===== config.mk =====
export PLATFORM = sky130hd
export DESIGN_NAME = parblk_corrector
export DESIGN_NICKNAME = d
export VERILOG_FILES = /design/src/rtl/parblk_pkg.sv /design/src/rtl/parblk_parity_gen.sv /design/src/rtl/parblk_locator.sv /design/src/rtl/parblk_stage.sv /design/src/rtl/parblk_corrector.sv
export SDC_FILE = /design/constraint.sdc
export NUM_CORES = 1
export LEC_CHECK = 0
export BUFFER_PORTS_ARGS = -buffer_cell sky130_fd_sc_hd__buf_4
export CORE_MARGIN = 2
export CORE_UTILIZATION = 54
export DETAILED_ROUTE_END_ITERATION = 10
export PLACE_DENSITY = 0.85
export SYNTH_ARGS = -nofsm -noshare
export SYNTH_HDL_FRONTEND = slang
export SYNTH_SLANG_ARGS = --single-unit

===== constraint.sdc =====
create_clock -name clk -period 9.6 [get_ports clk]
set_clock_uncertainty 0.05 [all_clocks]
set_input_delay 0.96 -clock clk [delete_from_list [all_inputs] [get_ports clk]]
set_output_delay 0.96 -clock clk [all_outputs]
set_load 0.03 [all_outputs]

===== src/rtl/parblk_pkg.sv =====
package parblk_pkg;
   typedef enum logic [1:0] {
      VERD_CLEAN  = 2'd0,
      VERD_FIXED  = 2'd1,
      VERD_UNCORR = 2'd2
   } verdict_t;
endpackage


===== src/rtl/parblk_parity_gen.sv =====
module parblk_parity_gen #(
   parameter int NUM_WORDS  = 7,
   parameter int WORD_W     = 4,
   parameter int ODD_PARITY = 0,
   localparam int TOTAL     = NUM_WORDS * WORD_W
) (
   input  logic [TOTAL-1:0]     data,
   output logic [NUM_WORDS-1:0] row_par,
   output logic [WORD_W-1:0]    col_par
);
   for (genvar w = 0; w < NUM_WORDS; w++) begin : g_row
      if (ODD_PARITY != 0) begin : g_odd
         assign row_par[w] = ~^data[w*WORD_W +: WORD_W];
      end else begin : g_even
         assign row_par[w] = ^data[w*WORD_W +: WORD_W];
      end
   end

   for (genvar c = 0; c < WORD_W; c++) begin : g_col
      always_comb begin
         col_par[c] = (ODD_PARITY != 0);
         for (int w = 0; w < NUM_WORDS; w++) begin
            col_par[c] = col_par[c] ^ data[w*WORD_W + c];
         end
      end
   end
endmodule


===== src/rtl/parblk_locator.sv =====
module parblk_locator
   import parblk_pkg::*;
#(
   parameter int NUM_WORDS = 7,
   parameter int WORD_W    = 4,
   localparam int TOTAL    = NUM_WORDS * WORD_W,
   localparam int IDX_W    = (TOTAL > 1) ? $clog2(TOTAL) : 1
) (
   input  logic [NUM_WORDS-1:0] row_syn,
   input  logic [WORD_W-1:0]    col_syn,
   output verdict_t             verdict,
   output logic [IDX_W-1:0]     index,
   output logic [TOTAL-1:0]     flip_mask
);
   logic single;
   int   row_pos;
   int   col_pos;

   assign single = ($countones(row_syn) == 1) && ($countones(col_syn) == 1);

   always_comb begin
      row_pos = 0;
      col_pos = 0;
      for (int r = 0; r < NUM_WORDS; r++) if (row_syn[r]) row_pos = r;
      for (int c = 0; c < WORD_W; c++)    if (col_syn[c]) col_pos = c;
   end

   for (genvar w = 0; w < NUM_WORDS; w++) begin : g_mw
      for (genvar c = 0; c < WORD_W; c++) begin : g_mc
         assign flip_mask[w*WORD_W + c] = single & row_syn[w] & col_syn[c];
      end
   end

   always_comb begin
      if (single) begin
         verdict = VERD_FIXED;
         index   = IDX_W'(row_pos * WORD_W + col_pos);
      end else if ((|row_syn) || (|col_syn)) begin
         verdict = VERD_UNCORR;
         index   = '0;
      end else begin
         verdict = VERD_CLEAN;
         index   = '0;
      end
   end
endmodule


===== src/rtl/parblk_stage.sv =====
module parblk_stage #(
   parameter int WIDTH = 8
) (
   input  logic             clk,
   input  logic             rst_n,
   input  logic             in_valid,
   output logic             in_ready,
   input  logic [WIDTH-1:0] in_data,
   output logic             out_valid,
   input  logic             out_ready,
   output logic [WIDTH-1:0] out_data
);
   assign in_ready = !out_valid || out_ready;

   always_ff @(posedge clk) begin
      if (!rst_n) begin
         out_valid <= 1'b0;
         out_data  <= '0;
      end else if (in_valid && in_ready) begin
         out_valid <= 1'b1;
         out_data  <= in_data;
      end else if (out_ready) begin
         out_valid <= 1'b0;
      end
   end
endmodule


===== src/rtl/parblk_corrector.sv =====
module parblk_corrector
   import parblk_pkg::*;
#(
   parameter int NUM_WORDS  = 7,
   parameter int WORD_W     = 4,
   parameter int ODD_PARITY = 0,
   localparam int TOTAL     = NUM_WORDS * WORD_W,
   localparam int IDX_W     = (TOTAL > 1) ? $clog2(TOTAL) : 1
) (
   input  logic                 clk,
   input  logic                 rst_n,
   input  logic                 enc_in_valid,
   output logic                 enc_in_ready,
   input  logic [TOTAL-1:0]     enc_in_data,
   output logic                 enc_out_valid,
   input  logic                 enc_out_ready,
   output logic [TOTAL-1:0]     enc_out_data,
   output logic [NUM_WORDS-1:0] enc_out_rowpar,
   output logic [WORD_W-1:0]    enc_out_colpar,
   input  logic                 dec_in_valid,
   output logic                 dec_in_ready,
   input  logic [TOTAL-1:0]     dec_in_data,
   input  logic [NUM_WORDS-1:0] dec_in_rowpar,
   input  logic [WORD_W-1:0]    dec_in_colpar,
   output logic                 dec_out_valid,
   input  logic                 dec_out_ready,
   output logic [TOTAL-1:0]     dec_out_data,
   output logic                 dec_out_fixed,
   output logic                 dec_out_uncorr,
   output logic [IDX_W-1:0]     dec_out_index
);
   localparam int ENC_W = TOTAL + NUM_WORDS + WORD_W;
   localparam int DEC_W = TOTAL + 2 + IDX_W;

   if (NUM_WORDS < 1 || WORD_W < 1) begin : g_bad_shape
      $error("parblk_corrector: NUM_WORDS and WORD_W must be positive");
   end
   if (ODD_PARITY != 0 && ODD_PARITY != 1) begin : g_bad_sense
      $error("parblk_corrector: ODD_PARITY must be 0 or 1");
   end

   // encode path
   logic [NUM_WORDS-1:0] enc_row;
   logic [WORD_W-1:0]    enc_col;

   parblk_parity_gen #(.NUM_WORDS(NUM_WORDS), .WORD_W(WORD_W), .ODD_PARITY(ODD_PARITY))
      u_enc_gen (.data(enc_in_data), .row_par(enc_row), .col_par(enc_col));

   parblk_stage #(.WIDTH(ENC_W)) u_enc_stage (
      .clk(clk), .rst_n(rst_n),
      .in_valid(enc_in_valid), .in_ready(enc_in_ready),
      .in_data({enc_in_data, enc_row, enc_col}),
      .out_valid(enc_out_valid), .out_ready(enc_out_ready),
      .out_data({enc_out_data, enc_out_rowpar, enc_out_colpar})
   );

   // decode path
   logic [NUM_WORDS-1:0] dec_row;
   logic [WORD_W-1:0]    dec_col;
   verdict_t             verdict;
   logic [IDX_W-1:0]     fix_index;
   logic [TOTAL-1:0]     fix_mask;
   logic [TOTAL-1:0]     repaired;

   parblk_parity_gen #(.NUM_WORDS(NUM_WORDS), .WORD_W(WORD_W), .ODD_PARITY(ODD_PARITY))
      u_dec_gen (.data(dec_in_data), .row_par(dec_row), .col_par(dec_col));

   parblk_locator #(.NUM_WORDS(NUM_WORDS), .WORD_W(WORD_W)) u_locator (
      .row_syn(dec_row ^ dec_in_rowpar),
      .col_syn(dec_col ^ dec_in_colpar),
      .verdict(verdict), .index(fix_index), .flip_mask(fix_mask)
   );

   assign repaired = dec_in_data ^ fix_mask;

   parblk_stage #(.WIDTH(DEC_W)) u_dec_stage (
      .clk(clk), .rst_n(rst_n),
      .in_valid(dec_in_valid), .in_ready(dec_in_ready),
      .in_data({repaired, verdict == VERD_FIXED, verdict == VERD_UNCORR, fix_index}),
      .out_valid(dec_out_valid), .out_ready(dec_out_ready),
      .out_data({dec_out_data, dec_out_fixed, dec_out_uncorr, dec_out_index})
   );
endmodule


==> results of run 1 <==
power by group:
group / leakage, nW / switching [mW] / internal [mW]
Combinational: 1.64 / 0.307 / 0.183
Clock: 0.101 / 0.132 / 0.124
Sequential: 0.628 / 0.0157 / 0.344
placed cells by master, fill, tap and decap left out, types with 2 or more instances in the layout:
master / count
inv_2: 2
fa_1: 4
dfxtp_1: 76
buf_4: 156
clkbuf_8: 9
xnor2_1: 81
inv_6: 4
inv_1: 16
a21oi_1: 36
a22o_1: 4
xnor3_1: 4
nand2b_1: 2
ha_1: 13
xor2_1: 10
and2_1: 3
nor2_1: 9
a211oi_1: 7
nand2_1: 70
o31ai_1: 29
or4_1: 28
nand3_1: 2
a31oi_1: 28
o21ai_0: 31
layout make-up:
type	instances	area share [%]
sequential	76	26.78
multi-input combinational	369	45.48
clock buffer	9	2.181
clock inverter	7	1.432
tap	102	2.247
timing repair buffer	156	20.62
inverter	19	1.256
stage by stage:
step / util, % / hold WS, ns / power (mW) / cell area [sq um] / worst slack [ns]
6_report: 73.51 / 0.4049 / 1.107 / 5680 / 4.376
5_1_grt: 73.51 / 0.4315 / 1.169 / 5680 / 4.038
4_1_cts: 73.51 / 0.4102 / 1.107 / 5680 / 4.395
3_5_place_dp: 70.85 / 0.3979 / 0.8509 / 5475 / 4.006
3_3_place_gp: 70.85 / 0.3919 / 0.8284 / 5475 / 4.235
2_1_floorplan: - / 0.5273 / 0.7009 / 4318 / 4.772
logic make-up after synthesis:
group,synth area share [%]
compound gates,19.65
xor+xnor,21.10
fa+ha+maj,5.622
buf+inv,4.926
flops,35.24
simple gates,13.47
per-layer routing:
| layer | up-vias | part of all wire, % | track usage (%) |
|---|---|---|---|
| met2 | 153 | 50 | 47.06 |
| met1 | 1945 | 41 | 35.37 |
| met3 | 33 | 6.3 | 4.351 |
| met5 | - | 0 | 0 |
| met4 | 0 | 2.9 | 12.87 |
| li1 | 2015 | - | - |
critical path: cells and delay by family:
family	cells	cell delay (ns)
AO/OA/AOI/OAI	3	0.61
XOR/XNOR	3	0.96
adder cells (fa/ha/maj)	4	1.48
buffers and inverters	2	0.19
AND/OR/NAND/NOR	2	1.25
path summary, 6_finish.rpt:
check                                        startpoint                                    end  slack [ns]  cells past startpoint
setup reg to reg     u_enc_stage.out_valid$_SDFFE_PN0P_  u_enc_stage.out_data[14]$_SDFFE_PN0P_        7.87                      4
hold / removal    u_enc_stage.out_data[36]$_SDFFE_PN0P_  u_enc_stage.out_data[36]$_SDFFE_PN0P_        0.40                      2
hold reg to reg   u_enc_stage.out_data[36]$_SDFFE_PN0P_  u_enc_stage.out_data[36]$_SDFFE_PN0P_        0.40                      2
setup / recovery                         dec_in_data[2]   u_dec_stage.out_data[8]$_SDFFE_PN0P_        4.38                     14
state kept, by name, indices dropped and copies added (netlist names):
signal,count
u_dec_stage.out_data,35
u_enc_stage.out_data,39
u_dec_stage.out_valid,1
u_enc_stage.out_valid,1
==> flow_summary.yaml, run 1 <==
floorplanning:
  chipWidth_microns: 93.42
  die_area_sq_um: 8727
  io_pins: 151
  fp-row-count: 32
  start_util_pct: 55.88
  core_area_sq_um: 7727
  die_height_microns: 93.42
worst_setup_path:
  cp_slowest_cell: "or4_4"
  cp_max_fo: 59
  critPathKind: "in -> reg"
  cp_slowest_stage_delay_ns: 0.76
  worstPathRequired_ns: 9.83
  cp-end-kind: "flip-flop"
  cp-start-kind: "input pin"
  cp.arrival_ns: 5.46
  cp_cell_sequence: "buf_4 -> xor2_1 -> xnor2_1 -> xnor2_1 -> ha_1 -> fa_1 -> ha_1 -> inv_1 -> fa_1 -> a2111oi_2 -> a21oi_1 -> or4_4 -> or4_1 -> a31oi_1"
place:
  port_buffers: 150
  placed_cells: 722
  gp_congestion: 0.9248
  hpwl_microns: 8928
pwr:
  power_leakage_nw: 2.365
  pwr_density_cell_nw_per_um2: 194.9
  vdd_drop_max_mv: 0.1267
synth:
  synthTopCellsByCount: "xnor2_1 (81), dfxtp_1 (76), nand2_1 (70)"
  syn_nets: 589
  ys.flop_type: "dfxtp_1"
  synth.area.top_cells: "dfxtp_1 (35%), xnor2_1 (16%), nand2_1 (6.1%)"
  syn-cell-area_sq_um: 4318
  ys_seq_area_share_pct: 35.24
  postSynthCellCount: 499
  synth_edf_count: 0
  avgSynthCellArea_sq_um: 8.653
  yosysMostFrequentCell: "xnor2_1"
  synth-seq-cells: 76
  synthDominantCellAreaShare_pct: 35.24
  ys_types: 33
  synth_top_cell_by_area: "dfxtp_1"
  synth_warnings: 0
  synthArstFlopShare_pct: 0
sta:
  tightestPinTransition_ns: 1.096
  grt_setup_unrepaired: "false"
  max_freq_ghz: 0.1914
  hold_viol: 0
  layout_min_cycle_time_ns: 5.224
  slew_violations: 0
  slew_headroom_pct: 26.78
  tns_ns: 0
  fin_crit_sh_pct: 54.42
  setup_violations: 0
cells_and_area:
  final_layout_size_suffix_gt1_share_pct: 27.83
  register_area_sq_um: 1521
  area_delta_synth_final_pct: 31.56
  antenna_cells: 0
  fin_cells: 738
  fill_cells: 584
  multi_input_area_sq_um: 2584
  fin_nets: 721
run_status:
  run_status: "complete, no violations"
routing:
  wl_microns: 12190
  via_per_inst: 5.618
  drc: 0
  wl_per_cell_microns: 16.52
  drt-initial-drc-count: 215
  dr_total_vias: 4146
  final_antenna_net_count: 0
  firstDrtPassIters: 4
global_routing:
  grt_pass1_wl_microns: 19180
  antenna_found_initial: 0
  track_usage_pct: 28.04
  grt_pass1_vias: 3924
  grt_max_degree: 60
  gr-total-overflow: 0
job:
  cap_violations: 0
cts:
  cts_root_buf: "clkbuf_8"
  post_cts_resized: 0
  cts_tree: "done"
  clock-sinks: 76
  ctsHtreeMaxLevel: 3
  clockBufferDepth: 2
  clock_latency_ns: 0.35
  holdBufCountCts: 0
  cts_made_buffers: 9
  cts.clk_slew.worst_paths_ns: 0.08
  cts_setup_buffers: 0
min_path:
  hp-class: "reg -> reg"
Note: power is estimated with default switching activity, not from simulation.
==> run 2: changes to the inputs <==
Settings changed: CORE_UTILIZATION 54 to 51, PLACE_DENSITY 0.85 to 0.81.
Clock period 9.6 ns to 5.46 ns, I/O delays scaled along.
==> flow_summary.yaml, run 2 (synthesis gave the netlist of run 1 again) <==
cts:
  cts_made_buffers: 9
  clock-sinks: 76
  cts_root_buf: "clkbuf_8"
  clock_latency_ns: 0.34
  ctsHtreeMaxLevel: 3
  post_cts_resized: 0
  cts_setup_buffers: 0
  clockBufferDepth: 2
  holdBufCountCts: 0
  cts.clk_slew.worst_paths_ns: 0.08
  cts_tree: "done"
global_routing:
  grt_pass1_wl_microns: 18730
  grt_pass1_vias: 3912
  track_usage_pct: 26.24
  grt_max_degree: 60
  gr-total-overflow: 0
  antenna_found_initial: 0
pwr:
  p_switching_mw: 0.7879
  pwr_density_cell_nw_per_um2: 340.6
  pwr-share-clk_pct: 22.9
  power_switching_share_pct: 40.45
  comb_power_share_pct: 44.6
  p_int_mw: 1.160
  power_leakage_nw: 2.382
  total_power_mw: 1.948
  seq_power_share_pct: 32.5
  vdd_drop_max_mv: 0.2007
sta:
  hold_viol: 0
  tns_ns: 0
  tightestPinTransition_ns: 1.129
  max_freq_ghz: 0.2057
  slew_violations: 0
  slew_headroom_pct: 24.58
  grt_setup_unrepaired: "false"
  fin_crit_sh_pct: 89.02
  layout_min_cycle_time_ns: 4.861
  setup_violations: 0
cells_and_area:
  antenna_cells: 0
  area_delta_synth_final_pct: 32.43
  fin_nets: 725
  final_cell_mix: "buf_4 (160), xnor2_1 (81), dfxtp_1 (76), nand2_1 (70), a21oi_1 (36)"
  fin_cells: 745
  final_layout_size_suffix_gt1_share_pct: 28.28
  fill_cells: 639
  largest_reg_flops: 39
  largestRegisters: "u_enc_stage.out_data x39, u_dec_stage.out_data x35"
  final_common_cell: "buf_4"
  regMostFlops: "u_enc_stage.out_data"
floorplanning:
  fp-row-count: 33
  start_util_pct: 52.55
  core_area_sq_um: 8217
  die_height_microns: 96.02
  io_pins: 151
  die_area_sq_um: 9219
  chipWidth_microns: 96.02
routing:
  final_antenna_net_count: 0
  drt-initial-drc-count: 215
  drc: 0
  wl_microns: 12130
  wl_per_cell_microns: 16.28
  dr_total_vias: 4153
  firstDrtPassIters: 6
  via_per_inst: 5.574
worst_setup_path:
  worstPathRequired_ns: 5.67
  critPathKind: "in -> reg"
  cp-start-kind: "input pin"
  cp_max_fo: 59
  cp.arrival_ns: 5.07
  cp-end-kind: "flip-flop"
place:
  gp_congestion: 0.9146
  hpwl_microns: 8902
  placed_cells: 729
  port_buffers: 150
min_path:
  hp-class: "in -> reg"
job:
  cap_violations: 0
run_status:
  run_status: "complete, no violations"
-- run 2: cell count changes in the layout (fill, tap and decap cells not counted) --
cell | before | now
clkbuf_8 | 9 | 10
buf_4 | 156 | 160
clkinvlp_4 | 1 | 2
inv_6 | 4 | 2
-- run 2: power by group through the flow --
stage                     Combinational (mW)  Sequential, mW  Clock (mW)
after floorplan                        0.495           0.738           0
after global placement                 0.832           0.643           0
after detailed placement               0.860           0.643           0
after CTS                              0.864           0.632       0.456
after global routing                   0.954           0.638       0.480
final                                  0.869           0.632       0.446
-- run 2: layout make-up --
class                   instances  area, sq um  area share [%]
multi-input cells             369         2584           45.19
flip-flops and latches         76         1521           26.61
repair buffers                160         1201           21.01
clock buffers                  10        137.6           2.407
well taps                     105        131.4           2.298
clock inverters                 6        71.32           1.247
inverters                      19        71.32           1.247
-- run 2: worst max-delay path: stages --
cell,delay (ns)
buf_4,0.10
xnor3_1,0.39
xnor2_1,0.64
ha_1,0.37
fa_1,0.48
ha_1,0.19
inv_1,0.06
fa_1,0.40
a2111oi_2,0.35
a21oi_1,0.09
or4_4,0.76
or4_1,0.48
a31oi_1,0.19
-- run 2: final timing paths --
kind,to,from,depth (start not counted),slack [ns]
hold / removal,u_enc_stage.out_valid$_SDFFE_PN0P_,enc_in_valid,3,0.40
setup reg to reg,u_enc_stage.out_data[19]$_SDFFE_PN0P_,u_enc_stage.out_valid$_SDFFE_PN0P_,4,3.71
setup / recovery,u_dec_stage.out_data[19]$_SDFFE_PN0P_,dec_in_data[14],13,0.60
hold reg to reg,u_enc_stage.out_data[26]$_SDFFE_PN0P_,u_enc_stage.out_data[26]$_SDFFE_PN0P_,2,0.41
-- run 2: metal layers --
metal	part of all wire, %	GRT usage [%]	vias to the layer above
met4	3.1	13.10	0
met2	49	42.13	143
met5	0	0	-
met1	42	34.20	1957
li1	-	-	2026
met3	6.0	4.072	27
-- run 2: metrics by stage --
stage / area [sq um] / setup WS [ns] / util [%] / hold WS, ns
2_1_floorplan: 4318 / 1.046 / - / 0.5273
6_report: 5718 / 0.5993 / 69.59 / 0.4015
4_1_cts: 5718 / 0.6176 / 69.59 / 0.3842
3_3_place_gp: 5509 / 0.4955 / 67.05 / 0.3917
3_5_place_dp: 5509 / 0.2548 / 67.05 / 0.3966
5_1_grt: 5718 / 0.2889 / 69.59 / 0.4135
==> run 3: changes to the inputs <==
Settings changed: BUFFER_PORTS_ARGS -buffer_cell sky130_fd_sc_hd__buf_4 to -buffer_cell sky130_fd_sc_hd__buf_2.
==> flow_summary.yaml, run 3 (synthesis gave the netlist of run 1 again) <==
sta:
  setup_violations: 0
  tightestPinTransition_ns: 1.090
  tns_ns: 0
  layout_min_cycle_time_ns: 4.898
  fin_crit_sh_pct: 89.71
  slew_headroom_pct: 27.19
  max_freq_ghz: 0.2042
  hold_viol: 0
  slew_violations: 0
  whs_ns: 0.3899
  grt_setup_unrepaired: "false"
global_routing:
  gr-total-overflow: 0
  antenna_found_initial: 0
  grt_max_degree: 60
  grt_pass1_wl_microns: 18260
  grt_pass1_vias: 3779
  track_usage_pct: 25.66
pwr:
  power_leakage_nw: 2.296
  pwr_density_cell_nw_per_um2: 353.3
  seq_power_share_pct: 33.5
  p_int_mw: 1.070
  pwr-share-clk_pct: 22.3
  vdd_drop_max_mv: 0.1960
  power_switching_share_pct: 43.07
  total_power_mw: 1.880
  p_switching_mw: 0.8099
  comb_power_share_pct: 44.3
cells_and_area:
  regMostFlops: "u_enc_stage.out_data"
  final_layout_size_suffix_gt1_share_pct: 28.28
  antenna_cells: 0
  area_delta_synth_final_pct: 23.27
  multi_input_area_sq_um: 2584
  fin_nets: 725
  fill_cells: 704
  fin_cells: 745
  final_cell_mix: "buf_2 (150), xnor2_1 (81), dfxtp_1 (76), nand2_1 (70), a21oi_1 (36)"
  final_common_cell: "buf_2"
  final_area_sq_um: 5323
  register_area_sq_um: 1521
  largestRegisters: "u_enc_stage.out_data x39, u_dec_stage.out_data x35"
  largest_reg_flops: 39
worst_setup_path:
  cp.arrival_ns: 5.11
  cp_cell_sequence: "buf_2 -> xnor3_1 -> xnor2_1 -> ha_1 -> fa_1 -> ha_1 -> inv_1 -> fa_1 -> a2111oi_2 -> a21oi_1 -> or4_4 -> or4_1 -> a31oi_1"
  r2r_end: "u_enc_stage.out_data[15]$_SDFFE_PN0P_"
  cp_slowest_stage_delay_ns: 0.76
  worstPathRequired_ns: 5.67
  r2r-start: "u_enc_stage.out_valid$_SDFFE_PN0P_"
  critPathTopFamily: "adder cells"
  cp-end-kind: "flip-flop"
  path_buf_inv: 2
  critPathKind: "in -> reg"
  worstRegToRegCells: 4
  cp_slowest_cell: "or4_4"
  cp_max_fo: 59
  reg2reg_slack_ns: 3.76
  cp-start-kind: "input pin"
floorplanning:
  die_area_sq_um: 9219
  core_area_sq_um: 8217
  die_height_microns: 96.02
  fp-row-count: 33
  start_util_pct: 52.55
  io_pins: 151
  chipWidth_microns: 96.02
place:
  placed_cells: 729
  hpwl_microns: 8693
  port_buffers: 150
  place_area_sq_um: 5134
  gp_congestion: 0.9129
cts:
  cts_made_buffers: 9
  cts_root_buf: "clkbuf_8"
  cts_tree: "done"
  ctsHtreeMaxLevel: 3
  cts.clk_slew.worst_paths_ns: 0.09
  clockBufferDepth: 2
  holdBufCountCts: 0
  cts_setup_buffers: 0
  post_cts_resized: 0
  clock_latency_ns: 0.35
  clock-sinks: 76
routing:
  drc: 0
  firstDrtPassIters: 4
  wl_per_cell_microns: 15.84
  drt-initial-drc-count: 185
  via_per_inst: 5.526
  dr_total_vias: 4117
  final_antenna_net_count: 0
  wl_microns: 11800
min_path:
  hold_end: "u_enc_stage.out_valid$_SDFFE_PN0P_"
  holdCritStartpoint: "enc_in_valid"
  hp-class: "in -> reg"
  holdPathStages: 3
run_status:
  run_status: "complete, no violations"
job:
  cap_violations: 0
[run 3: cell count changes in the layout (fill, tap and decap cells not counted)]
| cell | delta |
|---|---|
| buf_2 | +150 |
| bufinv_16 | -1 |
| clkinv_4 | +1 |
| inv_8 | +2 |
| clkbuf_8 | -1 |
| clkinvlp_4 | -1 |
| buf_4 | -150 |
[run 3: metal layers]
metal	part of all wire (%)	global-route usage (%)	vias up
met3	6.1	3.367	22
met4	2.6	10.60	0
met5	0	0	-
li1	-	-	2036
met1	42	32.80	1917
met2	50	43.46	142
[run 3: power groups by stage]
stage	registers (mW)	logic [mW]	clock network (mW)
after floorplan	0.738	0.495	0
after global placement	0.639	0.789	0
after detailed placement	0.641	0.820	0
after CTS	0.629	0.827	0.421
after global routing	0.635	0.915	0.446
final	0.629	0.832	0.418
[run 3: how the worst max path moves through the flow]
stage,startpoint,end,slack (ns),depth (start not counted)
2_1_floorplan,dec_in_rowpar[2],u_dec_stage.out_data[10]$_SDFFE_PN0P_,1.05,14
3_3_place_gp,dec_in_data[14],u_dec_stage.out_data[21]$_SDFFE_PN0P_,0.50,13
3_5_place_dp,dec_in_data[14],u_dec_stage.out_data[25]$_SDFFE_PN0P_,0.26,13
4_1_cts,dec_in_data[14],u_dec_stage.out_data[19]$_SDFFE_PN0P_,0.58,13
5_1_grt,dec_in_data[14],u_dec_stage.out_data[19]$_SDFFE_PN0P_,0.39,13
6_report,dec_in_data[14],u_dec_stage.out_data[19]$_SDFFE_PN0P_,0.56,13
[run 3: final cells by class]
type / count / share of cell area (%)
Multi-Input combinational cell: 369 / 48.54
Timing Repair Buffer: 160 / 15.51
Tap cell: 105 / 2.468
Clock inverter: 7 / 1.222
Sequential cell: 76 / 28.58
Clock buffer: 9 / 2.327
Inverter: 19 / 1.340
[run 3: metrics by stage]
step,setup slack [ns],utilization (%)
global route,0.3931,64.78
global placement,0.5005,62.48
finish,0.5617,64.78
CTS,0.5810,64.78
floorplan,1.046,-
detailed placement,0.2599,62.48
[run 3: worst reg2reg max path, cell delays in order, from the launching register on]
cell	delay, ns
dfxtp_1	0.33
nand2b_1	0.10
nand2_1	0.81
nand2_1	0.16
a21oi_1	0.18
